File: src/rtl/lcdt_pkg.sv
package lcdt_pkg;

  localparam logic [1:0] LVL_LOW   = 2'd0;
  localparam logic [1:0] LVL_MIDLO = 2'd1;
  localparam logic [1:0] LVL_MIDHI = 2'd2;
  localparam logic [1:0] LVL_HIGH  = 2'd3;

  typedef struct packed {
    logic phaseEnd;
    logic frameEnd;
    logic pol;
    logic active;
    logic blank;
  } scanStrobes_t;

  function automatic logic [1:0] biasMap(input logic [1:0] code, input logic half);
    return (half && code == LVL_MIDHI) ? LVL_MIDLO : code;
  endfunction

endpackage

File: src/rtl/lcdt_ctrl.sv
module lcdt_ctrl
  import lcdt_pkg::*;
#(
  parameter int COMS        = 4,
  parameter int FRAME_DIV0  = 512,
  parameter int FRAME_DIV1  = 576,
  parameter int FRAME_DIV2  = 648,
  parameter int FRAME_DIV3  = 768,
  parameter int BLINK_HALF1 = 80,
  parameter int BLINK_HALF2 = 40,
  parameter int BLINK_HALF3 = 20,
  localparam int CIW = (COMS > 1) ? $clog2(COMS) : 1
) (
  input  logic           clk,
  input  logic           rstN,
  input  logic [1:0]     rateSel,
  input  logic           frameInvert,
  input  logic [1:0]     blinkSel,
  input  logic           dispOnCfg,
  output scanStrobes_t   strobes,
  output logic [CIW-1:0] comIdx
);

  localparam int DMAX01 = (FRAME_DIV0 > FRAME_DIV1) ? FRAME_DIV0 : FRAME_DIV1;
  localparam int DMAX23 = (FRAME_DIV2 > FRAME_DIV3) ? FRAME_DIV2 : FRAME_DIV3;
  localparam int DMAX   = (DMAX01 > DMAX23) ? DMAX01 : DMAX23;
  localparam int PW     = $clog2(DMAX / COMS + 1);
  localparam int BMAX12 = (BLINK_HALF1 > BLINK_HALF2) ? BLINK_HALF1 : BLINK_HALF2;
  localparam int BMAX   = (BMAX12 > BLINK_HALF3) ? BMAX12 : BLINK_HALF3;
  localparam int BW     = $clog2(2 * BMAX + 1);

  logic [1:0]     rateShadow;
  logic [PW-1:0]  phaseCnt;
  logic [PW-1:0]  phaseLast;
  logic [BW-1:0]  blinkCnt;
  logic [BW-1:0]  blinkHalf;
  logic [BW-1:0]  blinkNext;
  logic           pol;
  logic           active;
  logic           phaseEnd;
  logic           frameEnd;
  logic           lastCom;

  always_comb begin
    case (rateShadow)
      2'd0:    phaseLast = PW'(FRAME_DIV0 / COMS - 1);
      2'd1:    phaseLast = PW'(FRAME_DIV1 / COMS - 1);
      2'd2:    phaseLast = PW'(FRAME_DIV2 / COMS - 1);
      default: phaseLast = PW'(FRAME_DIV3 / COMS - 1);
    endcase
  end

  assign phaseEnd = (phaseCnt == phaseLast);
  assign lastCom  = (comIdx == CIW'(COMS - 1));
  assign frameEnd = phaseEnd && lastCom;

  always_comb begin
    case (blinkSel)
      2'd1:    blinkHalf = BW'(BLINK_HALF1);
      2'd2:    blinkHalf = BW'(BLINK_HALF2);
      2'd3:    blinkHalf = BW'(BLINK_HALF3);
      default: blinkHalf = '0;
    endcase
    if (blinkSel == 2'd0)
      blinkNext = '0;
    else if ((blinkCnt + BW'(1)) >= (blinkHalf << 1))
      blinkNext = '0;
    else
      blinkNext = blinkCnt + BW'(1);
  end

  always_ff @(posedge clk or negedge rstN) begin
    if (!rstN) begin
      phaseCnt   <= '0;
      comIdx     <= '0;
      pol        <= 1'b0;
      rateShadow <= 2'd0;
      blinkCnt   <= '0;
      active     <= 1'b0;
    end else begin
      if (phaseEnd) begin
        phaseCnt <= '0;
        comIdx   <= lastCom ? '0 : comIdx + CIW'(1);
      end else begin
        phaseCnt <= phaseCnt + PW'(1);
      end
      if ((!frameInvert && phaseEnd) || (frameInvert && frameEnd))
        pol <= ~pol;
      if (frameEnd) begin
        rateShadow <= rateSel;
        active     <= dispOnCfg;
        blinkCnt   <= blinkNext;
      end
    end
  end

  always_comb begin
    strobes.phaseEnd = phaseEnd;
    strobes.frameEnd = frameEnd;
    strobes.pol      = pol;
    strobes.active   = active;
    strobes.blank    = (blinkSel != 2'd0) && (blinkCnt >= blinkHalf);
  end

endmodule

File: src/rtl/lcdt_datapath.sv
module lcdt_datapath
  import lcdt_pkg::*;
#(
  parameter int SEGS = 27,
  parameter int COMS = 4,
  localparam int CIW = (COMS > 1) ? $clog2(COMS) : 1
) (
  input  scanStrobes_t       strobes,
  input  logic [CIW-1:0]     comIdx,
  input  logic               panelEnable,
  input  logic               halfBias,
  input  logic               forceOn,
  input  logic               forceOff,
  input  logic [SEGS*COMS-1:0] segBits,
  output logic [COMS*2-1:0]  comLevel,
  output logic [COMS-1:0]    comGround,
  output logic [SEGS*2-1:0]  segLevel
);

  logic drive;
  logic segKill;
  logic unusedStrobeBits;

  assign drive            = strobes.active && panelEnable;
  assign segKill          = forceOff || strobes.blank;
  assign unusedStrobeBits = strobes.phaseEnd ^ strobes.frameEnd;

  for (genvar c = 0; c < COMS; c++) begin : gCom
    always_comb begin
      if (!drive) begin
        comLevel[2*c +: 2] = LVL_LOW;
        comGround[c]       = (c != 0);
      end else begin
        comGround[c] = 1'b0;
        if (comIdx == CIW'(c))
          comLevel[2*c +: 2] = strobes.pol ? LVL_LOW : LVL_HIGH;
        else
          comLevel[2*c +: 2] = biasMap(strobes.pol ? LVL_MIDHI : LVL_MIDLO, halfBias);
      end
    end
  end

  for (genvar s = 0; s < SEGS; s++) begin : gSeg
    logic [COMS-1:0] nibble;
    logic            lit;
    assign nibble = segBits[s*COMS +: COMS];
    assign lit    = !segKill && (forceOn || nibble[comIdx]);
    always_comb begin
      if (!drive)
        segLevel[2*s +: 2] = LVL_LOW;
      else if (lit)
        segLevel[2*s +: 2] = strobes.pol ? LVL_HIGH : LVL_LOW;
      else
        segLevel[2*s +: 2] = biasMap(strobes.pol ? LVL_MIDLO : LVL_MIDHI, halfBias);
    end
  end

endmodule

File: src/rtl/lcd_scan_timer.sv
module lcd_scan_timer
  import lcdt_pkg::*;
#(
  parameter int SEGS        = 27,
  parameter int COMS        = 4,
  parameter int FRAME_DIV0  = 512,
  parameter int FRAME_DIV1  = 576,
  parameter int FRAME_DIV2  = 648,
  parameter int FRAME_DIV3  = 768,
  parameter int BLINK_HALF1 = 80,
  parameter int BLINK_HALF2 = 40,
  parameter int BLINK_HALF3 = 20
) (
  input  logic                 clk,
  input  logic                 rstN,
  input  logic                 panelEnable,
  input  logic                 dispOnCfg,
  input  logic                 halfBias,
  input  logic [1:0]           rateSel,
  input  logic                 frameInvert,
  input  logic [1:0]           blinkSel,
  input  logic                 forceOn,
  input  logic                 forceOff,
  input  logic [SEGS*COMS-1:0] segBits,
  output logic [COMS*2-1:0]    comLevel,
  output logic [COMS-1:0]      comGround,
  output logic [SEGS*2-1:0]    segLevel
);

  localparam int CIW = (COMS > 1) ? $clog2(COMS) : 1;

  scanStrobes_t   strobes;
  logic [CIW-1:0] comIdx;

  lcdt_ctrl #(
    .COMS(COMS), .FRAME_DIV0(FRAME_DIV0), .FRAME_DIV1(FRAME_DIV1),
    .FRAME_DIV2(FRAME_DIV2), .FRAME_DIV3(FRAME_DIV3),
    .BLINK_HALF1(BLINK_HALF1), .BLINK_HALF2(BLINK_HALF2), .BLINK_HALF3(BLINK_HALF3)
  ) ctrl (
    .clk(clk), .rstN(rstN), .rateSel(rateSel), .frameInvert(frameInvert),
    .blinkSel(blinkSel), .dispOnCfg(dispOnCfg), .strobes(strobes), .comIdx(comIdx)
  );

  lcdt_datapath #(.SEGS(SEGS), .COMS(COMS)) dpath (
    .strobes(strobes), .comIdx(comIdx), .panelEnable(panelEnable),
    .halfBias(halfBias), .forceOn(forceOn), .forceOff(forceOff),
    .segBits(segBits), .comLevel(comLevel), .comGround(comGround),
    .segLevel(segLevel)
  );

endmodule

File: config.mk
export PLATFORM = sky130hd
export DESIGN_NAME = lcd_scan_timer
export DESIGN_NICKNAME = d
export VERILOG_FILES = /design/src/rtl/lcdt_pkg.sv /design/src/rtl/lcdt_ctrl.sv /design/src/rtl/lcdt_datapath.sv /design/src/rtl/lcd_scan_timer.sv
export SDC_FILE = /design/constraint.sdc
export NUM_CORES = 1
export LEC_CHECK = 0
export BUFFER_PORTS_ARGS = -buffer_cell sky130_fd_sc_hd__buf_2
export CAP_MARGIN = 10
export CELL_PAD_IN_SITES_DETAIL_PLACEMENT = 1
export CELL_PAD_IN_SITES_GLOBAL_PLACEMENT = 1
export CORE_ASPECT_RATIO = 2
export CORE_MARGIN = 2
export CORE_UTILIZATION = 30
export DETAILED_ROUTE_END_ITERATION = 10
export HOLD_SLACK_MARGIN = 0.05
export PLACE_DENSITY = 0.83
export SYNTH_ARGS = -nofsm -noshare
export SYNTH_HDL_FRONTEND = slang
export SYNTH_SLANG_ARGS = --single-unit
File: constraint.sdc
create_clock -name clk -period 5.4 [get_ports clk]
set_clock_uncertainty 0.2 [all_clocks]
set_input_delay 0.27 -clock clk [delete_from_list [all_inputs] [get_ports clk]]
set_output_delay 0.27 -clock clk [all_outputs]
set_load 0.01 [all_outputs]
Word level (Yosys, flattened, before mapping)

Index checks and enable logic that the tools add are counted.

Register bits: 22
Bits in latches: 0
Bits in writable memories: 0
Memory bits (read-only): 0
Input port bits: 120
Output and inout bits: 66
Logic and storage cells: 222
Memories: 0

$add $sub $neg: 3
Multiply operators: 0
Div/mod/pow operators: 0
Magnitude comparators: 3
Eq/ne operators: 11
Shifts and indexed selects: 0
Multiplexer cells: 129
Bitwise operators: 1
Reduce and logical (&&, ||, !) cells: 69

Operators with widths:

| cell                | number |
|---|---|
| $mux 2              | 69 |
| $bmux 1 s2          | 27 |
| $logic_and 1x1->1   | 34 |
| $logic_or 1x1->1    | 29 |
| $mux 1              | 28 |
| $mux 8              | 3 |
| $pmux 8 s3          | 1 |
| $pmux 7 s3          | 1 |
| $add 8x1->8 const B | 2 |
| $eq 2x2->1 const B  | 7 |
| $eq 8x8->1          | 1 |
| $ge 8x7->1          | 1 |
| $ge 8x8->1          | 1 |
| $eq 2x1->1 const B  | 3 |
| $logic_not 2->1     | 3 |
| $lt 2x3->1 const B  | 1 |
| $add 2x1->2 const B | 1 |
| $logic_not 1->1     | 2 |
| $reduce_bool 2->1   | 1 |
| $not 1->1           | 1 |

Logic depth before layout (Yosys ltp)

Depth after elaboration: 9
Mapped depth: 10
Depth with buffers taken out: 10

Cells and area by module

A second synthesis with hierarchy kept.

Cell total of the unflattened synthesis: 374
Area, all modules: 3052.9 um^2

By module, submodules not included:

| module        | instances | cells each | area an instance (um^2) | sequential area each (um^2) |
|---|---|---|---|---|
| lcdt_datapath | 1         | 231        | 1614.0                  | 0.0 |
| lcdt_ctrl     | 1         | 143        | 1438.9                  | 550.5 |

Least setup slack after synthesis

No wires, ideal clock.

Path kind: register to register
Start point: register ctrl.blinkCnt[1]
End point: register ctrl.blinkCnt[2]
Setup time: 67 ps
Arrival time: 2195 ps
Data required time: 5133 ps
Slack: 2938 ps
Stages on the path, launching flop included: 11
Buffers on the path: 0
Period minus slack after synthesis: 2462 ps
Path through: dfrtp_1 > ha_1 > nand3_1 > nor2_1 > xor2_1 > ha_1 > a21o_1 > a211oi_1 > o21ai_2 > nor2_1 > a311o_1

Longest elaborated chain between the ends: 4

RTL lines:

| element                | line                             | source |
|---|---|---|
| from (decl)            | lcdt_ctrl.sv:35                  | `logic [BW-1:0] blinkCnt;` |
| from (signal assigned) | lcdt_ctrl.sv:92                  | `blinkCnt <= blinkNext;` |
| $add 8x1->8 (*)        | lcdt_ctrl.sv:66, lcdt_ctrl.sv:69 |  |
| $ge 8x8->1             | lcdt_ctrl.sv:66                  | `else if ((blinkCnt + BW'(1)) >= (blinkHalf << 1))` |
| $mux 8 (*)             | lcdt_ctrl.sv:66                  |  |
| $mux 8 (*)             | lcdt_ctrl.sv:64                  | `if (blinkSel == 2'd0)` |

Mark *: on every way between the ends. The rest lies on a longest branch, timed or not.
A chain may end at the register's enable or synchronous reset.

Worst setup path after layout

Start point: register ctrl.blinkCnt[6]
End point: output port segLevel[5]

Longest elaborated chain between the ends: 7

RTL lines:

| element           | line                 | source |
|---|---|---|
| $ge 8x7->1        | lcdt_ctrl.sv:102     | `strobes.blank = (blinkSel != 2'd0) && (blinkCnt >= blinkHalf);` |
| $logic_and 1x1->1 | lcdt_ctrl.sv:102     |  |
| $logic_or 1x1->1  | lcdt_datapath.sv:25  | `assign segKill = forceOff \|\| strobes.blank;` |
| $logic_not 1->1   | lcdt_datapath.sv:47  | `assign lit = !segKill && (forceOn \|\| nibble[comIdx]);` |
| $logic_and 1x1->1 | lcdt_datapath.sv:47  |  |
| $mux 2            | lcdt_datapath.sv:51  | `else if (lit)` |
| $mux 2            | lcdt_datapath.sv:49  | `if (!drive)` |
| to (decl)         | lcd_scan_timer.sv:27 | `output logic [SEGS*2-1:0] segLevel` |

Every way passes these cells.

==> flow_metrics.tcl <==
set metrics [dict create \
    status "finished clean" \
    setup_ws_ns 2.10 \
    synth-seq-cells 22 \
    num_rows 52 \
    synth_area_leaders "mux4_2, dfrtp_1, mux2i_1" \
    grt_first_pass_wirelength_mm 16.9 \
    grt_max_degree 55 \
    syn_avg_cell_area_sq_um 9.03 \
    numClockSinks 22 \
    leakagePower_nw 1.99 \
    portBuffers 184 \
    grt_pass1_vias 3490 \
    power_density_nw_per_um2 192 \
    drive_gt1_frac 0.481 \
    fin_nets 641 \
    max_cap_violations 0 \
    endpoint_kind "output port" \
    nFillCells 1271 \
    synth_edf_count 0 \
    cp_max_fo 27 \
    cts_root_buf "clkbuf_16" \
    viasPerCell 5.07 \
    wl_mm 10.9 \
    fmax_ghz 0.303 \
    drc 0 \
    finalPower_w 0.000784 \
    grt_antenna_before_repair 0 \
    fin_tns_setup_ns 0 \
    cts_buffer_depth 2 \
    cts_tree "built" \
    yosys_warnings 0 \
    synth_area_sq_um 3030 \
    setup_viol 0 \
    place.gp.congestion 0.781 \
    post-place-ws_ns 2.19 \
    crit_type "register to output port" \
    clk-insertion-delay-late_ns 0.25 \
    synth.largest_area_cell "mux4_2" \
    drt_iter0_drc 108 \
    dp_hpwl_mm 8.84 \
    core_area_sq_um 9950 \
    hold_viol 0 \
    arrival_ns 2.83 \
    cts-resized-gates 0 \
    synthArstFlopShare 1.00 \
    grt_overflow_total 0 \
    netlist.area_leader.share 0.200 \
    die_h_microns 146 \
    drtPass1Iterations 6 \
    finalCriticalPeriod_ns 3.30 \
    dp_cells 628 \
    wl_per_cell_microns 17.1 \
    fin_crit_sh 0.611 \
    syn_nets 477 \
    diodes 0 \
    ys_seq_area_frac 0.182 \
    dieArea_sq_um 11000 \
    htreeDepth 1 \
    required_ns 4.93 \
    hold_ws_ns 0.0509 \
    ant_nets 0 \
    start_kind "register" \
    vias 3213 \
    fin_cells 634 \
    start_util 0.305 \
    rsz0062_at_grt "false" \
    synth-main-ff-cell "dfrtp_1" \
    die_w_microns 75.1 \
    areaGrowthSynthToFinish_pct 34.4 \
    clkTransAtPathRegs_ns 0.06 \
    slew_headroom 0.250 \
    hold_path_class "input port to register" \
    ys_types 45 \
    max_slew.worst_pin.slew_ns 1.12 \
    ios 186 \
    synth.top_cells.by_count "nor2_1, mux2i_1, o21ai_0" \
    track_usage 0.193 \
    maxSlewViolCount 0 \
    yosysMostFrequentCell "nor2_1" \
    cts_buffers 3 \
    syn-instance-count 336 \
    vdd_drop_max_mv 0.119 \
]
## per-layer routing
layer / GRT usage / vias up / wire length (microns)
met5: 0 / - / 0
met3: 0.0359 / 12 / 842
met1: 0.234 / 1536 / 4250
met2: 0.345 / 139 / 5630
met4: 0.0348 / 0 / 142
li1: - / 1526 / -
## cell usage in the layout (no fill, tap or decap), types with 3 or more instances in the layout
cell type  count
nand2b_1       5
nand4_1        3
nor3_1         3
nor2_2        13
dfrtp_1       21
a21oi_1        6
mux4_2        27
inv_1         13
xnor2_1       10
o21ai_0       31
nand2_1       12
nor2_1        62
clkbuf_16      3
xor2_1         6
mux2_2         3
nand3_1        7
ha_1          21
buf_2        184
mux2i_1       31
nor2b_1        3
## path summary, 6_finish.rpt
| path | start | cells after the start | to | slack (ns) |
|---|---|---|---|---|
| worst max-delay path | ctrl.blinkCnt[6] | 7 | segLevel[5] | 2.10 |
| worst min-delay path | rateSel[1] | 2 | ctrl.rateShadow[1] | 0.05 |
| worst max register to register | ctrl.blinkCnt[1] | 10 | ctrl.blinkCnt[2] | 2.46 |
| worst min register to register | ctrl.rateShadow[0] | 1 | ctrl.rateShadow[0] | 0.33 |
| max in group asynchronous | rstN | 2 | ctrl.comIdx[0] | 4.32 |
| min in group asynchronous | rstN | 2 | ctrl.phaseCnt[3] | 0.31 |
## sequential cells by signal (all words and copies together) (netlist names)
| signal | cells |
|---|---|
| ctrl.active | 1 |
| ctrl.pol | 1 |
| ctrl.phaseCnt | 8 |
| ctrl.rateShadow | 2 |
| ctrl.blinkCnt | 8 |
| ctrl.comIdx | 2 |
## metrics by stage
stage               utilization  cell area [sq um]
finish                    0.410               4080
global route              0.410               4080
CTS                       0.410               4080
detailed placement        0.399               3970
global placement          0.399               3970
floorplan                     -               3030
## worst max-delay path: stages (launching register included)
cell and delay [ns]:
dfrtp_1 0.44, ha_1 0.31, o21ai_0 0.11, nor3_1 0.20
a21o_1 0.89, nor2_1 0.18, mux2i_1 0.24, buf_2 0.20
## cell type report
type                            instances  area, sq um  share of cell area
Clock buffer                            4         88.8              0.0218
Sequential cell                        22          552               0.135
Timing Repair Buffer                  188          956               0.234
Inverter                               13         48.8              0.0120
Tap cell                              135          169              0.0414
Multi-Input combinational cell        272         2260               0.555
## cell families (layout without fill, tap and decap cells)
kind of cell / after synthesis / after routing / synth area share
and+or+nand+nor: 120 / 120 / 0.190
muxes: 62 / 62 / 0.318
AOI/OAI and AO/OA: 52 / 52 / 0.103
buffers and inverters: 42 / 205 / 0.0738
DFF: 22 / 22 / 0.182
adders and majority gates: 21 / 21 / 0.0866
xor gates and xnor gates: 16 / 16 / 0.0462
other: 1 / 1 / 0.00124
## power breakdown
group	internal (W)	switching, W
registers	0.000189	0.0000698
clock network	0.000113	0.0000577
logic	0.000195	0.000160
total	0.000497	0.000287
## repair_timing
action	in CTS	in global routing
hold buffers	2	0
buffers inserted	0	0
hold endpoints to repair	23	0
Note: power is estimated with default switching activity, not from simulation.
